$ cat src/rtl/dfrm_pkg.sv
package dfrm_pkg;

   localparam int unsigned NPAT = 2;

   typedef enum logic [2:0] {
      SEL_REC_LO = 3'd0,
      SEL_REC_HI = 3'd1,
      SEL_IFC_LO = 3'd2,
      SEL_IFC_HI = 3'd3,
      SEL_FPS    = 3'd4
   } cfg_sel_e;

   localparam logic [31:0] REC_PAT_RST = 32'h00AA_0055;
   localparam logic [31:0] IFC_PAT_RST = 32'h00CC_0033;
   localparam logic [15:0] FPS_RST     = 16'h0100;

   function automatic logic [31:0] pat_reset(input int unsigned p);
      return (p == 0) ? REC_PAT_RST : IFC_PAT_RST;
   endfunction

endpackage

$ cat src/rtl/dfrm_cfg_regs.sv
module dfrm_cfg_regs
   import dfrm_pkg::*;
#(
   parameter int unsigned DATA_W = 32,
   parameter int unsigned CFG_W  = 16,
   parameter int unsigned FPS_W  = 15
) (
   input  logic                         clk,
   input  logic                         rst_n,
   input  logic                         cfg_we,
   input  logic [2:0]                   cfg_sel,
   input  logic [CFG_W-1:0]             cfg_wdata,
   output logic [FPS_W-1:0]             fps_q,
   output logic [NPAT-1:0][DATA_W-1:0]  pat_q
);

   localparam int unsigned HI_W = DATA_W - CFG_W;

   if (DATA_W != 2 * CFG_W) begin : g_bad_split
      $error("dfrm_cfg_regs: DATA_W must be twice CFG_W");
   end
   if (FPS_W > CFG_W) begin : g_bad_fps
      $error("dfrm_cfg_regs: FPS_W must fit in one write");
   end

   for (genvar p = 0; p < NPAT; p++) begin : g_pat
      localparam logic [DATA_W-1:0] RST    = DATA_W'(pat_reset(p));
      localparam logic [2:0]        SEL_LO = 3'(2 * p);
      localparam logic [2:0]        SEL_HI = 3'(2 * p + 1);
      logic [DATA_W-1:0] pat_r;

      always_ff @(posedge clk or negedge rst_n) begin
         if (!rst_n) begin
            pat_r <= RST;
         end else if (cfg_we) begin
            if (cfg_sel == SEL_LO) pat_r[CFG_W-1:0]      <= cfg_wdata;
            if (cfg_sel == SEL_HI) pat_r[DATA_W-1:CFG_W] <= HI_W'(cfg_wdata);
         end
      end

      assign pat_q[p] = pat_r;
   end

   always_ff @(posedge clk or negedge rst_n) begin
      if (!rst_n) begin
         fps_q <= FPS_W'(FPS_RST);
      end else if (cfg_we && cfg_sel == SEL_FPS) begin
         fps_q <= cfg_wdata[FPS_W-1:0];
      end
   end

endmodule

$ cat src/rtl/dfrm_pat_match.sv
module dfrm_pat_match
   import dfrm_pkg::*;
#(
   parameter int unsigned DATA_W = 32
) (
   input  logic                         clk,
   input  logic                         rst_n,
   input  logic                         en,
   input  logic                         word_vld,
   input  logic [DATA_W-1:0]            word,
   input  logic [NPAT-1:0][DATA_W-1:0]  pat,
   output logic [NPAT-1:0]              hit
);

   for (genvar p = 0; p < NPAT; p++) begin : g_cmp
      logic hit_r;

      always_ff @(posedge clk or negedge rst_n) begin
         if (!rst_n) hit_r <= 1'b0;
         else        hit_r <= en & word_vld & (word == pat[p]);
      end

      assign hit[p] = hit_r;
   end

endmodule

$ cat src/rtl/dfrm_frame_track.sv
module dfrm_frame_track #(
   parameter int unsigned FPS_W       = 15,
   parameter int unsigned FRAME_WORDS = 16,
   parameter int unsigned TC_IDX      = 1,
   parameter bit          CHECK_END   = 1'b1
) (
   input  logic                           clk,
   input  logic                           rst_n,
   input  logic                           en,
   input  logic                           word_vld,
   input  logic                           frame_start,
   input  logic [$clog2(FRAME_WORDS)-1:0] word_idx,
   input  logic [FPS_W-1:0]               fps,
   output logic                           tick_hit,
   output logic                           hdr_err
);

   localparam int unsigned IDX_W = $clog2(FRAME_WORDS);
   localparam logic [IDX_W-1:0] LAST_IDX = IDX_W'(FRAME_WORDS - 1);
   localparam logic [IDX_W-1:0] TC_POS   = IDX_W'(TC_IDX);

   if (FRAME_WORDS < 2) begin : g_bad_len
      $error("dfrm_frame_track: a frame needs at least two words");
   end
   if (TC_IDX == 0 || TC_IDX >= FRAME_WORDS) begin : g_bad_tc
      $error("dfrm_frame_track: time-code word must follow the start word");
   end

   logic                 acc;
   logic [FPS_W-1:0]     fcnt;
   logic [FPS_W:0]       fcnt_nxt;
   logic                 armed;
   logic                 have_frame;
   logic [IDX_W-1:0]     last_idx;
   logic                 err_r;
   logic                 short_frame;

   assign acc      = en & word_vld;
   assign fcnt_nxt = {1'b0, fcnt} + (FPS_W + 1)'(1);

   if (CHECK_END) begin : g_end_chk
      assign short_frame = have_frame & (last_idx != LAST_IDX);
   end else begin : g_no_end_chk
      assign short_frame = 1'b0;
   end

   always_ff @(posedge clk or negedge rst_n) begin
      if (!rst_n) begin
         fcnt       <= '0;
         armed      <= 1'b0;
         have_frame <= 1'b0;
         last_idx   <= '0;
         err_r      <= 1'b0;
      end else if (acc) begin
         last_idx <= word_idx;
         if (frame_start) begin
            have_frame <= 1'b1;
            if (short_frame) err_r <= 1'b1;
            if (fcnt_nxt >= {1'b0, fps}) begin
               fcnt  <= '0;
               armed <= 1'b1;
            end else begin
               fcnt  <= fcnt_nxt[FPS_W-1:0];
               armed <= 1'b0;
            end
         end else if (word_idx == TC_POS) begin
            armed <= 1'b0;
         end
      end
   end

   assign tick_hit = acc & ~frame_start & armed & (word_idx == TC_POS);
   assign hdr_err  = err_r;

endmodule

$ cat src/rtl/dfrm_tick_capture.sv
module dfrm_tick_capture #(
   parameter int unsigned DATA_W = 32,
   parameter int unsigned TICK_W = 16
) (
   input  logic              clk,
   input  logic              rst_n,
   input  logic              hit,
   input  logic [DATA_W-1:0] word,
   output logic [DATA_W-1:0] tcode,
   output logic [TICK_W-1:0] tick_cnt,
   output logic              tick_irq
);

   always_ff @(posedge clk or negedge rst_n) begin
      if (!rst_n) begin
         tcode    <= '0;
         tick_cnt <= '0;
         tick_irq <= 1'b0;
      end else begin
         tick_irq <= hit;
         if (hit) begin
            tcode    <= word;
            tick_cnt <= tick_cnt + TICK_W'(1);
         end
      end
   end

endmodule

$ cat src/rtl/dfrm_tick_top.sv
module dfrm_tick_top
   import dfrm_pkg::*;
#(
   parameter int unsigned DATA_W      = 32,
   parameter int unsigned CFG_W       = 16,
   parameter int unsigned FPS_W       = 15,
   parameter int unsigned TICK_W      = 16,
   parameter int unsigned FRAME_WORDS = 16,
   parameter int unsigned TC_IDX      = 1
) (
   input  logic                           clk,
   input  logic                           rst_n,
   input  logic                           en,
   input  logic                           cfg_we,
   input  logic [2:0]                     cfg_sel,
   input  logic [CFG_W-1:0]               cfg_wdata,
   input  logic                           word_vld,
   input  logic                           frame_start,
   input  logic [$clog2(FRAME_WORDS)-1:0] word_idx,
   input  logic [DATA_W-1:0]              word,
   output logic [FPS_W-1:0]               fps_q,
   output logic [DATA_W-1:0]              rec_pat_q,
   output logic [DATA_W-1:0]              ifc_pat_q,
   output logic [DATA_W-1:0]              tcode,
   output logic [TICK_W-1:0]              tick_cnt,
   output logic                           tick_irq,
   output logic                           rec_match,
   output logic                           ifc_match,
   output logic                           hdr_err
);

   logic [NPAT-1:0][DATA_W-1:0] pat_q;
   logic [NPAT-1:0]             pat_hit;
   logic                        tick_hit;

   dfrm_cfg_regs #(
      .DATA_W (DATA_W),
      .CFG_W  (CFG_W),
      .FPS_W  (FPS_W)
   ) u_cfg (
      .clk       (clk),
      .rst_n     (rst_n),
      .cfg_we    (cfg_we),
      .cfg_sel   (cfg_sel),
      .cfg_wdata (cfg_wdata),
      .fps_q     (fps_q),
      .pat_q     (pat_q)
   );

   dfrm_pat_match #(
      .DATA_W (DATA_W)
   ) u_match (
      .clk      (clk),
      .rst_n    (rst_n),
      .en       (en),
      .word_vld (word_vld),
      .word     (word),
      .pat      (pat_q),
      .hit      (pat_hit)
   );

   dfrm_frame_track #(
      .FPS_W       (FPS_W),
      .FRAME_WORDS (FRAME_WORDS),
      .TC_IDX      (TC_IDX),
      .CHECK_END   (1'b1)
   ) u_track (
      .clk         (clk),
      .rst_n       (rst_n),
      .en          (en),
      .word_vld    (word_vld),
      .frame_start (frame_start),
      .word_idx    (word_idx),
      .fps         (fps_q),
      .tick_hit    (tick_hit),
      .hdr_err     (hdr_err)
   );

   dfrm_tick_capture #(
      .DATA_W (DATA_W),
      .TICK_W (TICK_W)
   ) u_cap (
      .clk      (clk),
      .rst_n    (rst_n),
      .hit      (tick_hit),
      .word     (word),
      .tcode    (tcode),
      .tick_cnt (tick_cnt),
      .tick_irq (tick_irq)
   );

   assign rec_pat_q = pat_q[0];
   assign ifc_pat_q = pat_q[1];
   assign rec_match = pat_hit[0];
   assign ifc_match = pat_hit[1];

endmodule

$ cat config.mk
export PLATFORM = sky130hd
export DESIGN_NAME = dfrm_tick_top
export DESIGN_NICKNAME = d
export VERILOG_FILES = /design/src/rtl/dfrm_pkg.sv /design/src/rtl/dfrm_cfg_regs.sv /design/src/rtl/dfrm_pat_match.sv /design/src/rtl/dfrm_frame_track.sv /design/src/rtl/dfrm_tick_capture.sv /design/src/rtl/dfrm_tick_top.sv
export SDC_FILE = /design/constraint.sdc
export NUM_CORES = 1
export LEC_CHECK = 0
export BUFFER_PORTS_ARGS = -buffer_cell sky130_fd_sc_hd__buf_4
export CAP_MARGIN = 20
export CORE_UTILIZATION = 50
export CTS_BUF_LIST = sky130_fd_sc_hd__clkbuf_2
export DETAILED_ROUTE_END_ITERATION = 6
export MAX_ROUTING_LAYER = met4
export PLACE_DENSITY = 0.82
export SKIP_CTS_REPAIR_TIMING = 1
export SYNTH_ARGS = -nofsm -noshare
export SYNTH_HDL_FRONTEND = slang
export SYNTH_SLANG_ARGS = --single-unit
$ cat constraint.sdc
create_clock -name clk -period 3.1 [get_ports clk]
set_clock_uncertainty 0.2 [all_clocks]
set_input_delay 0.465 -clock clk [delete_from_list [all_inputs] [get_ports clk]]
set_output_delay 0.465 -clock clk [all_outputs]
set_load 0.02 [all_outputs]
==> flow_summary.yaml <==
layout:
  n_fill_cell: 970
  multi_input_area_mm2: 0.00335
  fin_nets: 1027
  area_growth_pct: 39.0
  seq_area_mm2: 0.00382
  drive_above_1_share: 0.383
grt:
  grt_pass1_vias: 5818
  grt_max_degree: 50
  grt_overflow_total: 0
  track_usage: 0.295
  antenna_found_initial: 2
  grt_pass1_wl_mm: 31.6
sta:
  timing.final.ws_setup_ns: -0.0692
  drv_slew: 0
  fin_crit_ns: 3.17
  tns_ns: -0.294
  finalSetupViolCount: 9
  slew_headroom: 0.592
  hold_violations: 0
  finalCritPeriodShare: 1.02
  worst_slew_pin_slew_ns: 0.612
  timing.fmax_mhz: 316
  rsz0062_at_grt: "true"
synth:
  synthFlopType: "dfrtp_1"
  syn_area_per_cell_um2: 11.0
  netlist_area_mm2: 0.00726
  ys_seq_area_frac: 0.527
  syn_nets: 740
  synth_top_area_share: 0.465
  synth-seq-cells: 152
  synth.distinct_cells: 49
  netlist_instances: 662
  yosys.area.top_type: "dfrtp_1"
  synth_edf_count: 0
  ys_warn_count: 0
  synthArstFlopShare: 1.00
  yosys-top-cells-area: "dfrtp_1 47%, mux2_2 9.8%, nand2_1 7.1%"
clock_tree:
  clock_sinks: 152
  clk_pin_slew_ns: 0.21
  h-tree-depth: 4
  cts_buffers: 17
  clkLatencyLatePin_ns: 0.77
  cts_tree: "yes"
  clock_path_buffers: 2
  root_buffer: "clkbuf_2"
detailed_routing:
  vias_per_cell: 5.48
  dr_wl_met3_mm: 1.49
  drt_iter0_markers: 510
  routed_wl_mm: 21.9
  antenna_left: 0
  dr_wl_met2_mm: 10.6
  wl_met1_mm: 8.97
  wl_per_cell_um: 19.2
  vias: 6273
  drt_pass1_iterations: 5
  highest_layer: "met4"
  drcViolationCount: 0
critical_path:
  worstSetupEndpointType: "register"
  cp_max_fo: 6
  required_ns: 3.51
  start_kind: "register"
  arrival_ns: 3.57
  worstSetupPathType: "register to register"
  r2r_slack_ns: -0.07
run:
  drv_cap: 0
worst_hold_path:
  hold_path.class: "primary input to register"
power_and_ir_drop:
  power.leakage_nw: 4.88
  powerDensity_mw_per_mm2: 587
  p_sw_mw: 2.20
  ir_worst_vdd_mv: 0.329
  power.internal_mw: 3.73
  p_sw_frac: 0.371
  combPwrFrac: 0.365
  p_clk_frac: 0.184
  seqPwrFrac: 0.450
placed_design:
  buffer_ports.inserted: 191
  dpl.hpwl_mm: 15.6
  gp_congestion: 0.918
  post-place-ws_ns: -0.224
floorplan:
  pin_count: 192
  die-area_mm2: 0.0150
  core-area_mm2: 0.0140
  fp-row-count: 43
  chipWidth_um: 123
  fp.dieH_um: 123
  initial_core_util: 0.517
status:
  violations: "negative setup slack"
  status: "complete, but fails checks"
[metrics by stage]
stage                     hold slack [ns]  total power [mW]   util  instance area, um^2  std cells
after detailed placement            0.248              4.74  0.654                 9180       1050
after floorplan                   -0.0306              3.74      -                 7290        662
after global routing              0.00292              6.22  0.719                10100       1144
after global placement              0.233              4.69  0.654                 9180       1050
final                              0.0610              5.93  0.719                10100       1144
after CTS                          -0.615              5.83  0.670                 9400       1082
[final timing paths]
| check | startpoint | to | cells past startpoint |
|---|---|---|---|
| setup / recovery | u_track.fcnt[0] | u_track.fcnt[11] | 12 |
| hold / removal | word_vld | u_track.last_idx[0] | 4 |
| setup reg to reg | u_track.fcnt[0] | u_track.fcnt[11] | 12 |
| hold reg to reg | u_track.hdr_err | u_track.hdr_err | 1 |
| max in group asynchronous | rst_n | u_cfg.g_pat[1].pat_r[8] | 4 |
| min in group asynchronous | rst_n | u_cfg.g_pat[1].pat_r[5] | 3 |
[per-layer routing]
layer,up-vias,global-route usage
li1,2850,-
met1,3058,0.371
met2,293,0.462
met3,72,0.0725
met4,0,0.107
met5,-,-
[power groups by stage]
stage / combinational (mW) / sequential [mW] / clock, mW
2_1_floorplan: 0.761 / 2.97 / 0
3_3_place_gp: 2.02 / 2.67 / 0
3_5_place_dp: 2.05 / 2.69 / 0
4_1_cts: 2.06 / 2.65 / 1.12
5_1_grt: 2.32 / 2.71 / 1.19
6_report: 2.17 / 2.67 / 1.09
[cells in the final DEF, fill, tap and decap left out, drive strengths merged, types with 2 or more instances in the layout]
master and n:
o22ai 2, a21oi 6, nor3b 2, inv 24
diode 2, a32o 2, nand4 25, and3 6
o211ai 3, o21a 2, ha 17, nand2b 5
nor3 6, xnor2 48, clkinv 7, nor2 13
a41o 2, buf 236, o221ai 2, clkbuf 19
nand2 137, dfrtp 135, nor4 14, nand3 19
mux2 69, a31o 4, nor2b 5, o21ai 20
dlygate4sd3 56, dfstp 17, a41oi 2, xor2 42
clkinvlp 2, bufinv 2
[synthesized netlist by cell type (3+ instances only)]
cell type,count
nand2_1,137
dfrtp_1,135
mux2_2,63
xnor2_1,48
xor2_1,42
nand4_1,25
inv_1,21
nand3_1,18
dfstp_2,17
ha_1,17
clkbuf_1,16
o21ai_0,15
nor2_1,13
nor4_1,13
a21oi_1,6
and3_1,6
buf_2,6
mux2_1,6
nand2b_1,5
nor2b_1,5
o21ai_1,5
nor3_1,4
a31o_1,3
o211ai_1,3
[cell families after synthesis]
| kind of cell | after synthesis | share of synthesized area |
|---|---|---|
| flops | 152 | 0.527 |
| mux | 69 | 0.107 |
| buf+inv | 46 | 0.0269 |
| compound gates | 48 | 0.0436 |
| xor+xnor | 90 | 0.109 |
| simple gates | 240 | 0.158 |
| fa+ha+maj | 17 | 0.0293 |
[state kept, by name (all words and copies together) (netlist names)]
register and flops:
u_cap.tick_irq 1, u_cfg.fps_q 15, u_track.fcnt 15, u_cap.tcode 32, u_track.last_idx 4, u_track.armed 1, u_track.hdr_err 1, u_match.g_cmp.hit_r 2
u_track.have_frame 1, u_cfg.g_pat.pat_r 64, u_cap.tick_cnt 16
[cell type report]
class,count,share of cell area
Clock inverter,13,0.0126
Clock buffer,19,0.00942
Sequential cell,152,0.379
Antenna cell,2,0.000496
Timing Repair Buffer,292,0.237
Tap cell,180,0.0223
Multi-Input combinational cell,464,0.331
Inverter,22,0.00818
[worst max-delay path: stages, from the launching register on]
cell and delay (ns):
dfrtp_1 0.47, ha_4 0.16, nand4_1 0.10, buf_6 0.16, nor4_4 0.24, xor2_1 0.11
ha_1 0.31, nand3_2 0.10, nor3_4 0.22, or4b_4 0.53, buf_6 0.16, nand3_2 0.13
o221ai_1 0.14
No activity file was read; power rests on OpenSTA's default activity.
